## src/rtl/tsc_pkg.sv

```systemverilog
package tsc_pkg;

  typedef enum logic [1:0] {
    TSC_A_INC = 2'd0,
    TSC_A_LO  = 2'd1,
    TSC_A_HI  = 2'd2,
    TSC_A_RSV = 2'd3
  } tsc_addr_e;

  localparam int unsigned TSC_COMPACT_DROP = 7;

  // Reset increment word for a speed class and layout.
  function automatic logic [31:0] tsc_reset_inc(input int unsigned speed, input bit wide);
    logic [31:0] base;
    case (speed)
      0:       base = 32'h6666_6666;
      1:       base = 32'h4000_0000;
      default: base = 32'h5000_0000;
    endcase
    if (wide) return base & 32'h7FFF_FFFF;
    return 32'h0100_0000 | (base >> TSC_COMPACT_DROP);
  endfunction

endpackage

```

## src/rtl/tsc_regif.sv

```systemverilog
module tsc_regif
  import tsc_pkg::*;
#(
  parameter int unsigned WORD_W = 32,
  localparam int unsigned TIME_W = 2 * WORD_W
) (
  input  logic              clk,
  input  logic              rst_n,
  input  logic              req_valid,
  output logic              req_ready,
  input  logic              req_write,
  input  logic [1:0]        req_addr,
  input  logic [WORD_W-1:0] req_wdata,
  output logic              rsp_valid,
  input  logic              rsp_ready,
  output logic [WORD_W-1:0] rsp_rdata,
  input  logic [TIME_W-1:0] time_q,
  input  logic [WORD_W-1:0] inc_rd,
  output logic              inc_we,
  output logic [WORD_W-1:0] inc_wdata,
  output logic              load_en,
  output logic [TIME_W-1:0] load_val
);

  logic              rsp_valid_q;
  logic [WORD_W-1:0] rsp_data_q;
  logic [WORD_W-1:0] lo_stage_q;
  logic [WORD_W-1:0] hi_snap_q;
  logic              fire, wr_fire, rd_fire;
  logic [WORD_W-1:0] rd_mux;
  tsc_addr_e         addr;

  assign addr      = tsc_addr_e'(req_addr);
  assign req_ready = !rsp_valid_q || rsp_ready;
  assign fire      = req_valid && req_ready;
  assign wr_fire   = fire && req_write;
  assign rd_fire   = fire && !req_write;

  assign inc_we    = wr_fire && (addr == TSC_A_INC);
  assign inc_wdata = req_wdata;
  assign load_en   = wr_fire && (addr == TSC_A_HI);
  assign load_val  = {req_wdata, lo_stage_q};

  always_comb begin
    case (addr)
      TSC_A_INC: rd_mux = inc_rd;
      TSC_A_LO:  rd_mux = time_q[WORD_W-1:0];
      TSC_A_HI:  rd_mux = hi_snap_q;
      default:   rd_mux = '0;
    endcase
  end

  always_ff @(posedge clk) begin
    if (!rst_n) begin
      lo_stage_q <= '0;
      hi_snap_q  <= '0;
    end else begin
      if (wr_fire && (addr == TSC_A_LO)) lo_stage_q <= req_wdata;
      if (rd_fire && (addr == TSC_A_LO)) hi_snap_q  <= time_q[TIME_W-1:WORD_W];
    end
  end

  always_ff @(posedge clk) begin
    if (!rst_n) begin
      rsp_valid_q <= 1'b0;
      rsp_data_q  <= '0;
    end else if (rd_fire) begin
      rsp_valid_q <= 1'b1;
      rsp_data_q  <= rd_mux;
    end else if (rsp_ready) begin
      rsp_valid_q <= 1'b0;
    end
  end

  assign rsp_valid = rsp_valid_q;
  assign rsp_rdata = rsp_data_q;

endmodule

```

## src/rtl/tsc_incr.sv

```systemverilog
module tsc_incr
  import tsc_pkg::*;
#(
  parameter int unsigned WORD_W    = 32,
  parameter bit          WIDE_MODE = 1'b1,
  parameter int unsigned SPEED     = 0,
  parameter int unsigned PER_W     = 8
) (
  input  logic              clk,
  input  logic              rst_n,
  input  logic              tick,
  input  logic              inc_we,
  input  logic [WORD_W-1:0] inc_wdata,
  output logic              add_en,
  output logic [WORD_W-1:0] add_val,
  output logic [WORD_W-1:0] inc_rd
);

  localparam logic [31:0]  RST_WORD = tsc_reset_inc(SPEED, WIDE_MODE);
  localparam int unsigned  IW_WIDE  = WORD_W - 1;
  localparam int unsigned  IW_CMP   = WORD_W - PER_W;

  generate
    if (WIDE_MODE) begin : g_wide
      logic [IW_WIDE-1:0] inc_q;

      always_ff @(posedge clk) begin
        if (!rst_n)      inc_q <= RST_WORD[IW_WIDE-1:0];
        else if (inc_we) inc_q <= inc_wdata[IW_WIDE-1:0];
      end

      assign inc_rd  = {1'b0, inc_q};
      assign add_val = {1'b0, inc_q};
      assign add_en  = tick && (inc_q != '0);
    end else begin : g_compact
      logic [IW_CMP-1:0] inc_q;
      logic [PER_W-1:0]  per_q;
      logic [PER_W-1:0]  cnt_q;
      logic [PER_W:0]    cnt_nx;
      logic              due;

      assign cnt_nx = {1'b0, cnt_q} + {{PER_W{1'b0}}, 1'b1};
      assign due    = (per_q != '0) && (cnt_nx >= {1'b0, per_q});

      always_ff @(posedge clk) begin
        if (!rst_n) begin
          inc_q <= RST_WORD[IW_CMP-1:0];
          per_q <= RST_WORD[WORD_W-1 -: PER_W];
          cnt_q <= '0;
        end else if (inc_we) begin
          inc_q <= inc_wdata[IW_CMP-1:0];
          per_q <= inc_wdata[WORD_W-1 -: PER_W];
          cnt_q <= '0;
        end else if (tick && (per_q != '0)) begin
          cnt_q <= due ? '0 : cnt_nx[PER_W-1:0];
        end
      end

      assign inc_rd  = {per_q, inc_q};
      assign add_val = {{PER_W{1'b0}}, inc_q};
      assign add_en  = tick && due && (inc_q != '0);
    end
  endgenerate

endmodule

```

## src/rtl/tsc_accum.sv

```systemverilog
module tsc_accum #(
  parameter int unsigned WORD_W = 32,
  localparam int unsigned TIME_W = 2 * WORD_W
) (
  input  logic              clk,
  input  logic              rst_n,
  input  logic              add_en,
  input  logic [WORD_W-1:0] add_val,
  input  logic              load_en,
  input  logic [TIME_W-1:0] load_val,
  output logic [TIME_W-1:0] time_q
);

  always_ff @(posedge clk) begin
    if (!rst_n)       time_q <= '0;
    else if (load_en) time_q <= load_val;
    else if (add_en)  time_q <= time_q + {{WORD_W{1'b0}}, add_val};
  end

endmodule

```

## src/rtl/tsc_time_counter.sv

```systemverilog
module tsc_time_counter
  import tsc_pkg::*;
#(
  parameter int unsigned WORD_W    = 32,
  parameter bit          WIDE_MODE = 1'b1,
  parameter int unsigned SPEED     = 0,
  parameter int unsigned PER_W     = 8,
  localparam int unsigned TIME_W   = 2 * WORD_W
) (
  input  logic              clk,
  input  logic              rst_n,
  input  logic              osc_tick,
  input  logic              req_valid,
  output logic              req_ready,
  input  logic              req_write,
  input  logic [1:0]        req_addr,
  input  logic [WORD_W-1:0] req_wdata,
  output logic              rsp_valid,
  input  logic              rsp_ready,
  output logic [WORD_W-1:0] rsp_rdata,
  output logic [TIME_W-1:0] time_now
);

  logic              inc_we;
  logic [WORD_W-1:0] inc_wdata;
  logic [WORD_W-1:0] inc_rd;
  logic              add_en;
  logic [WORD_W-1:0] add_val;
  logic              load_en;
  logic [TIME_W-1:0] load_val;
  logic [TIME_W-1:0] time_q;

  tsc_regif #(.WORD_W(WORD_W)) u_regif (
    .clk(clk), .rst_n(rst_n),
    .req_valid(req_valid), .req_ready(req_ready), .req_write(req_write),
    .req_addr(req_addr), .req_wdata(req_wdata),
    .rsp_valid(rsp_valid), .rsp_ready(rsp_ready), .rsp_rdata(rsp_rdata),
    .time_q(time_q), .inc_rd(inc_rd),
    .inc_we(inc_we), .inc_wdata(inc_wdata),
    .load_en(load_en), .load_val(load_val)
  );

  tsc_incr #(.WORD_W(WORD_W), .WIDE_MODE(WIDE_MODE), .SPEED(SPEED), .PER_W(PER_W)) u_incr (
    .clk(clk), .rst_n(rst_n), .tick(osc_tick),
    .inc_we(inc_we), .inc_wdata(inc_wdata),
    .add_en(add_en), .add_val(add_val), .inc_rd(inc_rd)
  );

  tsc_accum #(.WORD_W(WORD_W)) u_accum (
    .clk(clk), .rst_n(rst_n),
    .add_en(add_en), .add_val(add_val),
    .load_en(load_en), .load_val(load_val),
    .time_q(time_q)
  );

  assign time_now = time_q;

endmodule

```

## config.mk

```make
export PLATFORM = sky130hd
export DESIGN_NAME = tsc_time_counter
export DESIGN_NICKNAME = d
export VERILOG_FILES = /design/src/rtl/tsc_pkg.sv /design/src/rtl/tsc_regif.sv /design/src/rtl/tsc_incr.sv /design/src/rtl/tsc_accum.sv /design/src/rtl/tsc_time_counter.sv
export SDC_FILE = /design/constraint.sdc
export NUM_CORES = 1
export LEC_CHECK = 0
export BUFFER_PORTS_ARGS = -buffer_cell sky130_fd_sc_hd__buf_2
export CAP_MARGIN = 15
export CORE_MARGIN = 4
export CORE_UTILIZATION = 54
export CTS_CLUSTER_DIAMETER = 150
export DETAILED_ROUTE_END_ITERATION = 16
export HOLD_SLACK_MARGIN = 0.12
export MAX_ROUTING_LAYER = met4
export PLACE_DENSITY = 0.85
export SETUP_SLACK_MARGIN = 0.2
export SLEW_MARGIN = 20
export SYNTH_ARGS = -nofsm -noshare
export SYNTH_HDL_FRONTEND = slang
export SYNTH_SLANG_ARGS = --single-unit
```

## constraint.sdc

```tcl
create_clock -name clk -period 3.71 [get_ports clk]
set_input_delay 0.742 -clock clk [delete_from_list [all_inputs] [get_ports clk]]
set_output_delay 0.742 -clock clk [all_outputs]
set_load 0.02 [all_outputs]
```

==> reports/results.txt, run 1 <==
Synth Area in XOR/XNOR = 2.97%
Longest Clk Path Bufs = 2
Clock Sinks = 192
Switching pwr = 1630 uW
Syn Std Cell Area = 0.0100 mm^2
Post-CTS Setup Bufs = 0
Global placer's final weighted congestion = 1.02
Max_cap viols = 0
Setup violations, final = 0
DR DRC count = 0
Worst Setup SP = u_accum.time_q[0]$_SDFFE_PN0P_
Worst vdd ir = 0.346 mV
Worst-path fanout max = 8
Int Pwr = 3370 uW
Routed WL = 32.2 mm
Synthesized Nets = 1377
Fin nets = 1457
Status = completed
Worst setup SP type = register
CTS Hold Buffers Added = 0
Post-route clock skew = 10.6 ps
Port Buffers = 137
WS Path Type = register to register
I/O pins = 138
Largest family of logic cells by synthesized area = compound AO/OA/AOI/OAI gates
Post-DP HPWL = 22.4 mm
Largest net degree at the start of global routing = 108
Vias in the first global route = 9157
First-pass GRT wire length = 49.7 mm
CP arrival = 3530 ps
Total GRT Usage = 31.1%
# rows = 49
PD cells = 440 mW/mm^2
EDFF count, synth = 0
Critical R2R Launch = u_accum.time_q[0]$_SDFFE_PN0P_
Switching part of the total = 32.6%
Compound-gate portion of the synthesized area = 24.1%
Die width = 144 um
Worst EP required = 4020 ps
DR vias/cell = 6.30
Core ar. = 0.0181 mm^2
Clock Latency Late Sink = 450 ps
Fill cells = 1587
WL per Instance = 19.8 um
Final Hold Fails = 0
Worst-Margin Slew = 777 ps
Area Growth Syn to Fin = 13.5%
Post-synth ARST share = 0%
Synthesis warning total = 0
Yosys reg bits = 192
Max Freq = 311 MHz
Setup tns final = 0 ps
RSZ-0062 raised after global routing = no
Sequential area share after synthesis = 38.4%
LEAKAGE = 0.00456 uW
Commonest cells after routing, fill and taps aside = nand2_1, dfxtp_1, a21oi_1
Fin crit period = 3210 ps
Clk pwr share = 35.4%
Htree depth = 4
Mux contribution to synthesized area = 3.31%
CTS tree = built
Hold Path Origin = u_regif.lo_stage_q[16]$_SDFFE_PN0P_
Adder-Cell Fraction of Synth Area = 4.07%
Antenna-violating nets left = 0
Tcrit/Tclk final = 86.6%
Max transition margin = 48.0%
TritonCTS Buffers = 17
Seq pwr share = 45.2%
Multi-input logic area = 0.00577 mm^2
Worst setup EP type = register
Initial Util = 55.4%
HP Class = register to register
Logic pwr share = 19.4%
Die area = 0.0208 mm^2
Sequential Area = 0.00384 mm^2
GRT overflow = 0
Routed vias = 10248
Die Ht = 144 um
Area share of and/or/nand/nor cells after synthesis = 22.9%
Overall power = 5000 uW
Root buf cell = clkbuf_16
Cell count after synthesis = 1305
Layout cells sized above 1 = 15.1%
Syn avg cell area = 7.67 um^2
Iteration-0 DRC Markers = 1418
Most used DFF post-synth = dfxtp_1
Final Max Tran Viols = 0
Initial antenna violation count = 0
Antenna diode count = 0
Cts repair resizes = 0
Clk pin slew, worst setup/hold paths = 70 ps
Most common cell after layout, fill and taps aside = nand2_1
Yosys cell types = 64
DRT Pass-1 Iters = 6
-- cell usage after synthesis (6+ instances only) --
cell type,n,area (um^2)
a211oi_1,41,308
or4_1,13,97.6
a311oi_1,14,123
o21ai_0,59,295
xnor2_1,22,193
nor2_1,104,390
a31oi_1,26,163
a21o_1,19,143
buf_1,8,30.0
dfxtp_1,192,3840
nand3_1,46,230
nor3_1,13,65.1
o21ai_1,6,30.0
or3_1,8,50.1
ha_1,31,388
and3_1,9,56.3
nand4_1,20,125
a21oi_1,164,821
clkbuf_1,81,304
nor4_1,7,43.8
nor2b_1,6,37.5
buf_2,8,40.0
nand2b_1,7,43.8
nand2_1,268,1010
xor2_1,12,105
inv_1,10,37.5
mux2i_1,32,320
o31ai_1,15,113
-- cells by family after synthesis --
kind of cell | after synthesis
flops | 192
simple gates | 520
buf+inv | 109
xor+xnor | 34
compound gates | 385
mux | 33
fa+ha+maj | 32
-- state kept, by name (all words and copies together), names as in the netlist --
signal,flops
u_regif.hi_snap_q,32
u_incr.g_wide.inc_q,31
u_accum.time_q,64
u_regif.rsp_rdata,32
u_regif.rsp_valid,1
u_regif.lo_stage_q,32
-- worst paths after layout --
path	slack [ps]	depth (start not counted)	to
min	450	2	u_regif.lo_stage_q[16]$_SDFFE_PN0P_
max reg2reg	500	10	u_accum.time_q[36]$_SDFFE_PN0P_
min reg2reg	450	2	u_regif.lo_stage_q[16]$_SDFFE_PN0P_
max	500	10	u_accum.time_q[36]$_SDFFE_PN0P_
-- critical path: stages, from the launching register on --
cell,delay [ps]
dfxtp_1,330
ha_1,230
fa_1,410
a21o_1,230
a221o_1,330
o211ai_2,340
a2111oi_0,210
o41a_1,540
nand4_1,220
xor2_1,160
a21oi_1,80
-- layout make-up --
type,count,share of cell area [%]
clock inverter,14,1.15
timing repair buffer,159,7.60
sequential,192,33.8
multi-input combinational,1004,50.8
inverter,11,0.385
tap,229,2.52
clock buffer,18,3.78
-- stage by stage --
step | worst slack, ps | std cells | hold WS (ps) | cell area, um^2 | utilization [%]
global placement | 544 | 1595 | 439 | 10800 | 59.7
floorplan | 853 | 1305 | 432 | 10000 | -
detailed placement | 502 | 1595 | 444 | 10800 | 59.7
finish | 496 | 1627 | 453 | 11400 | 62.8
global route | 310 | 1627 | 471 | 11400 | 62.8
CTS | 471 | 1627 | 453 | 11400 | 62.8
-- routing by layer --
layer,GRT usage (%),vias up,routed length [um]
met3,6.05,111,3440
li1,-,4822,-
met5,-,-,0
met4,11.3,0,1320
met1,43.0,4743,13400
met2,45.5,572,14000
-- power groups by stage --
stage | combinational [uW] | clock [uW] | sequential, uW
2_1_floorplan | 571 | 0 | 2360
3_3_place_gp | 927 | 0 | 2300
3_5_place_dp | 939 | 0 | 2300
4_1_cts | 951 | 1780 | 2250
5_1_grt | 1050 | 1860 | 2270
6_report | 970 | 1770 | 2260
No activity file was read; power rests on OpenSTA's default activity.
==> run 2, diff against run 1 <==
--- a/config.mk
+++ b/config.mk
@@ -9,6 +9,7 @@
 export CAP_MARGIN = 15
 export CORE_MARGIN = 4
 export CORE_UTILIZATION = 54
+export CTS_BUF_LIST = sky130_fd_sc_hd__clkbuf_8
 export CTS_CLUSTER_DIAMETER = 150
 export DETAILED_ROUTE_END_ITERATION = 16
 export HOLD_SLACK_MARGIN = 0.12
==> run 2 against run 1 <==
Fmax increased by 1.2%. Global-route usage decreased by 0.48 points. Worst setup slack improved by 39 ps. Clock-buffer cell count decreased by 1.
==> reports/results.txt, run 2 (synthesis gave the netlist of run 1 again) <==
Status = completed
Core ar. = 0.0181 mm^2 (unchanged)
Antenna diode count = 0 (unchanged)
Post-route clock skew = 14.3 ps (+3.67 ps)
Switching pwr = 1570 uW (-3.3%)
First-pass GRT wire length = 49.1 mm (-1.3%)
Worst setup EP type = register
Fin crit period = 3170 ps (-39.2 ps)
Worst vdd ir = 0.238 mV (-31%)
HP Class = register to register
Clk pin slew, worst setup/hold paths = 110 ps (+40 ps)
Worst Setup SP = u_incr.g_wide.inc_q[0]$_SDFFE_PN0P_
WP buf/inv = 0 (unchanged)
Tcrit/Tclk final = 85.6% (-1.1 points)
Clock Latency Late Sink = 480 ps (+30 ps)
Setup tns final = 0 ps (unchanged)
Crit path cell chain = ha_1 > fa_1 > a21o_1 > a221o_1 > o211ai_2 > a2111oi_4 > o31ai_4 > a2111oi_1 > xnor2_1 > a21oi_1
Seq pwr share = 49.6% (+4.4 points)
Routed vias = 10218 (-0.29%)
Layout cells sized above 1 = 15.1% (unchanged)
Cell family with most CP delay = compound AO/OA/AOI/OAI gates
Cts repair resizes = 0 (unchanged)
CTS Hold Buffers Added = 0 (unchanged)
Worst-path fanout max = 10 (+2)
Clock Sinks = 192 (unchanged)
Worst setup SP type = register
Post-DP HPWL = 22.4 mm (unchanged)
PD cells = 407 mW/mm^2 (-7.5%)
Critical R2R Launch = u_incr.g_wide.inc_q[0]$_SDFFE_PN0P_
Most common cell after layout, fill and taps aside = nand2_1
DRT Pass-1 Iters = 8 (+2)
Port Buffers = 137 (unchanged)
TritonCTS Buffers = 17 (unchanged)
LEAKAGE = 0.00448 uW (-1.8%)
CP max stage delay = 520 ps (-20 ps)
WS Path Type = register to register
Met2 wire len = 13.9 mm (-0.59%)
Die Ht = 144 um (unchanged)
Root buf cell = clkbuf_8
Die area = 0.0208 mm^2 (unchanged)
Largest Register = u_accum.time_q
Hold Path Origin = u_regif.lo_stage_q[30]$_SDFFE_PN0P_
DR top layer = met4
# rows = 49 (unchanged)
Reg2Reg Setup Slack = 540 ps (+40 ps)
Worst-Margin Slew = 739 ps (-38.0 ps)
Logic pwr share = 21.2% (+1.8 points)
Post-Route M1 WL = 13.5 mm (+0.48%)
Initial Util = 55.4% (unchanged)
Total GRT Usage = 30.6% (-0.48 points)
Die width = 144 um (unchanged)
DR DRC count = 0 (unchanged)
Htree depth = 4 (unchanged)
Global placer's final weighted congestion = 1.02 (unchanged)
RR Endpoint = u_accum.time_q[62]$_SDFFE_PN0P_
Setup violations, final = 0 (unchanged)
Clk pwr share = 29.1% (-6.3 points)
Antenna-violating nets left = 0 (unchanged)
I/O pins = 138 (unchanged)
Vias in the first global route = 9047 (-1.2%)
Max reg flops = 64 (unchanged)
Fin nets = 1457 (unchanged)
Final Max Tran Viols = 0 (unchanged)
Post-CTS Setup Bufs = 0 (unchanged)
Int Pwr = 2970 uW (-12%)
Hold EP = u_regif.lo_stage_q[30]$_SDFFE_PN0P_
Longest Clk Path Bufs = 2 (unchanged)
Max Freq = 315 MHz (+1.2%)
Critical Path Slowest Stage Cell = o31ai_4
Initial antenna violation count = 0 (unchanged)
Max transition margin = 50.6% (+2.5 points)
Reg2Reg Depth = 10 (unchanged)
WL per Instance = 19.4 um (-1.7%)
Largest net degree at the start of global routing = 108 (unchanged)
WL met3 = 3.28 mm (-4.8%)
CP arrival = 3540 ps (about the same)
Max_cap viols = 0 (unchanged)
Setup ws final = 535 ps (+39.2 ps)
Routed WL = 31.6 mm (-1.7%)
Pre-CTS WS = 502 ps (unchanged)
Area Growth Syn to Fin = 11.6%
Worst EP required = 4070 ps (+50 ps)
Switching part of the total = 34.6% (+2.0 points)
GRT overflow = 0 (unchanged)
DR vias/cell = 6.28 (-0.29%)
Hold path depth = 2 (unchanged)
RSZ-0062 raised after global routing = no
Iteration-0 DRC Markers = 1577 (+11%)
Final Hold Fails = 0 (unchanged)
Commonest cells after routing, fill and taps aside = nand2_1, dfxtp_1, a21oi_1
CTS tree = built
Hold_ws = 457 ps (+3.29 ps)
run 2: changes by cell type in the layout (fill, tap and decap cells not counted):
cell	before	now
clkbuf_1	1	0
inv_1	9	10
clkbuf_8	0	17
clkbuf_16	17	0
run 2: worst register-to-register path: cells and delay by family, from the launching register on:
| kind | cells | cell delay, ps |
|---|---|---|
| adder cells (fa/ha/maj) | 2 | 630 |
| AO/OA/AOI/OAI | 7 | 1880 |
| XOR/XNOR | 1 | 190 |
| flip-flops | 1 | 350 |
run 2: cell type report:
class                   instances  area (um^2)
multi-input cells            1004         5770
well taps                     229          287
repair buffers                159          863
clock buffers                  17          234
flip-flops and latches        192         3840
fillers                      1618         6910
clock inverters                15          134
inverters                      11         43.8
run 2: how the worst max path moves through the flow:
stage                                            endpoint  slack [ps]  depth (start not counted)
after CTS                 u_accum.time_q[57]$_SDFFE_PN0P_         470                          9
after global placement    u_accum.time_q[63]$_SDFFE_PN0P_         540                          9
final                     u_accum.time_q[62]$_SDFFE_PN0P_         540                         10
after detailed placement  u_accum.time_q[63]$_SDFFE_PN0P_         500                          9
after global routing      u_accum.time_q[18]$_SDFFE_PN0P_         320                         10
after floorplan           u_accum.time_q[30]$_SDFFE_PN0P_         850                         10
run 2: metal layers:
layer | global-route usage [%] | vias up
li1 | - | 4814
met1 | 43.1 | 4760
met2 | 45.4 | 564
met3 | 5.22 | 80
met4 | 9.08 | 0
met5 | - | -
run 2: power groups by stage:
stage          Clock (uW)  Sequential (uW)  Combinational (uW)
6_report             1320             2260                 966
5_1_grt              1420             2270                1050
4_1_cts              1330             2250                 946
3_5_place_dp            0             2300                 939
3_3_place_gp            0             2300                 927
2_1_floorplan           0             2360                 571
run 2: metrics by stage:
stage	util, %	total power (uW)	area, um^2	std cells
2_1_floorplan	-	2930	10000	1305
3_3_place_gp	59.7	3220	10800	1595
3_5_place_dp	59.7	3240	10800	1595
4_1_cts	61.8	4530	11200	1627
5_1_grt	61.8	4730	11200	1627
6_report	61.8	4550	11200	1627
==> run 3, diff against run 2 <==
--- a/config.mk
+++ b/config.mk
@@ -8,13 +8,13 @@
 export BUFFER_PORTS_ARGS = -buffer_cell sky130_fd_sc_hd__buf_2
 export CAP_MARGIN = 15
 export CORE_MARGIN = 4
-export CORE_UTILIZATION = 54
+export CORE_UTILIZATION = 45
 export CTS_BUF_LIST = sky130_fd_sc_hd__clkbuf_8
 export CTS_CLUSTER_DIAMETER = 150
 export DETAILED_ROUTE_END_ITERATION = 16
 export HOLD_SLACK_MARGIN = 0.12
 export MAX_ROUTING_LAYER = met4
-export PLACE_DENSITY = 0.85
+export PLACE_DENSITY = 0.74
 export SETUP_SLACK_MARGIN = 0.2
 export SLEW_MARGIN = 20
 export SYNTH_ARGS = -nofsm -noshare
==> run 3 against run 2 <==
Clock-buffer cell count grew 1. Critical path type unchanged. Design area rose by 1.6%. Sequential power about the same. First-iteration DRC count decreased by 34%. Largest power group unchanged.
==> reports/results.txt, run 3 (synthesis gave the netlist of run 1 again) <==
Int Pwr = 3130 uW (+5.4%)
Max transition margin = 44.8% (-5.8 points)
Die area = 0.0247 mm^2 (+19%)
CTS tree = built
Worst-Margin Slew = 828 ps (+89.5 ps)
Vias in the first global route = 9124 (+0.85%)
GRT overflow = 0 (unchanged)
Max_cap viols = 0 (unchanged)
Routed WL = 32.5 mm (+2.6%)
Critical Path Slowest Stage Cell = o31ai_4
Antenna diode count = 0 (unchanged)
Layout cells sized above 1 = 15.5% (+0.36 points)
Crit path cell chain = ha_1 > fa_1 > a21o_1 > a221o_1 > o211ai_2 > a2111oi_4 > o31ai_4 > a2111oi_1 > xnor2_1 > a21oi_1
First-pass GRT wire length = 50.6 mm (+3.1%)
WP buf/inv = 0 (unchanged)
Initial Util = 45.9% (-9.5 points)
Clock Latency Late Sink = 480 ps (about the same)
Root buf cell = clkbuf_8
Hold_ws = 458 ps (+0.860 ps)
Post-CTS Setup Bufs = 0 (unchanged)
Clk pin slew, worst setup/hold paths = 100 ps (about the same)
Post-route clock skew = 11.4 ps (-2.94 ps)
Fill cells = 2132 (+32%)
Switching pwr = 1580 uW (+0.30%)
Worst vdd ir = 0.192 mV (-19%)
Largest net degree at the start of global routing = 71 (-34%)
CP arrival = 3470 ps (-70 ps)
HP Class = register to register
Setup tns final = 0 ps (unchanged)
I/O pins = 138 (unchanged)
Worst-path fanout max = 10 (unchanged)
Total GRT Usage = 26.5% (-4.2 points)
Switching part of the total = 33.5% (-1.1 points)
Worst EP required = 4080 ps (about the same)
# rows = 54 (+10%)
Post-DP HPWL = 23.7 mm (+5.6%)
Worst setup SP type = register
Commonest cells after routing, fill and taps aside = nand2_1, dfxtp_1, a21oi_1
CP max stage delay = 490 ps (-30 ps)
WL per Instance = 19.3 um (-0.84%)
Global placer's final weighted congestion = 0.956 (-6.1%)
Die Ht = 157 um (+9.0%)
Max Freq = 322 MHz (+2.3%)
Longest Clk Path Bufs = 2 (unchanged)
Routed vias = 10037 (-1.8%)
Status = completed
Seq pwr share = 48.0% (-1.6 points)
Antenna-violating nets left = 0 (unchanged)
PD cells = 415 mW/mm^2 (+2.0%)
TritonCTS Buffers = 17 (unchanged)
Most common cell after layout, fill and taps aside = nand2_1
DR DRC count = 0 (unchanged)
Area Growth Syn to Fin = 13.3%
Clock Sinks = 192 (unchanged)
Final Hold Fails = 0 (unchanged)
Sequential Area = 0.00384 mm^2 (unchanged)
Initial antenna violation count = 0 (unchanged)
Worst setup EP type = register
Die width = 157 um (+9.0%)
WS Path Type = register to register
LEAKAGE = 0.00453 uW (+1.2%)
DRT Pass-1 Iters = 6 (-2)
Port Buffers = 137 (unchanged)
Dpl cell area = 0.0109 mm^2 (+1.1%)
Fin crit period = 3100 ps (-70.6 ps)
Final Max Tran Viols = 0 (unchanged)
Final instance area = 0.0113 mm^2 (+1.6%)
DR vias/cell = 5.96 (-5.1%)
Multi-input logic area = 0.00577 mm^2 (about the same)
Iteration-0 DRC Markers = 1037 (-34%)
Tcrit/Tclk final = 83.7% (-1.9 points)
Htree depth = 4 (unchanged)
Clk pwr share = 31.4% (+2.3 points)
Setup violations, final = 0 (unchanged)
Largest Register = u_accum.time_q
Max reg flops = 64 (unchanged)
Cts repair resizes = 0 (unchanged)
Logic pwr share = 20.6% (-0.6 points)
Fin nets = 1463 (+0.41%)
RSZ-0062 raised after global routing = no
Cell family with most CP delay = compound AO/OA/AOI/OAI gates
CTS Hold Buffers Added = 0 (unchanged)
Core ar. = 0.0218 mm^2 (+21%)
## run 3: through the flow
stage | std cells | power [uW] | setup slack (ps) | utilization [%]
after CTS | 1684 | 4710 | 617 | 52.0
after global placement | 1652 | 3240 | 739 | 50.1
after global routing | 1684 | 4910 | 482 | 52.0
after floorplan | 1305 | 2930 | 853 | -
final | 1684 | 4710 | 606 | 52.0
after detailed placement | 1652 | 3260 | 652 | 50.1
## run 3: per-layer routing
layer	GRT usage [%]	part of all wire, %
met3	5.25	9.4
met4	7.95	2.5
met1	36.5	44
met5	-	0
met2	39.4	44
## run 3: area by class of cell
class	instances	share of cell area, %
Clock buffer	18	2.18
Inverter	11	0.386
Multi-Input combinational cell	1004	50.8
Tap cell	280	3.09
Timing Repair Buffer	165	8.11
Clock inverter	14	1.54
Sequential cell	192	33.9
## run 3: path summary, 6_finish.rpt
path	startpoint	to	slack, ps	depth (start not counted)
worst max-delay path	u_accum.time_q[0]$_SDFFE_PN0P_	u_accum.time_q[60]$_SDFFE_PN0P_	610	10
worst min-delay path	u_regif.lo_stage_q[17]$_SDFFE_PN0P_	u_regif.lo_stage_q[17]$_SDFFE_PN0P_	460	2
worst max register to register	u_accum.time_q[0]$_SDFFE_PN0P_	u_accum.time_q[60]$_SDFFE_PN0P_	610	10
worst min register to register	u_regif.lo_stage_q[17]$_SDFFE_PN0P_	u_regif.lo_stage_q[17]$_SDFFE_PN0P_	460	2
## run 3: worst min-delay path, stage by stage (launching register included)
cell and delay (ps):
dfxtp_1 320, nand2_1 50, a21oi_1 50
## run 3: power groups by stage
stage | clock (uW) | combinational [uW] | sequential [uW]
after global placement | 0 | 941 | 2300
after detailed placement | 0 | 950 | 2310
after floorplan | 0 | 571 | 2360
after CTS | 1500 | 955 | 2260
after global routing | 1580 | 1050 | 2280
final | 1480 | 969 | 2260
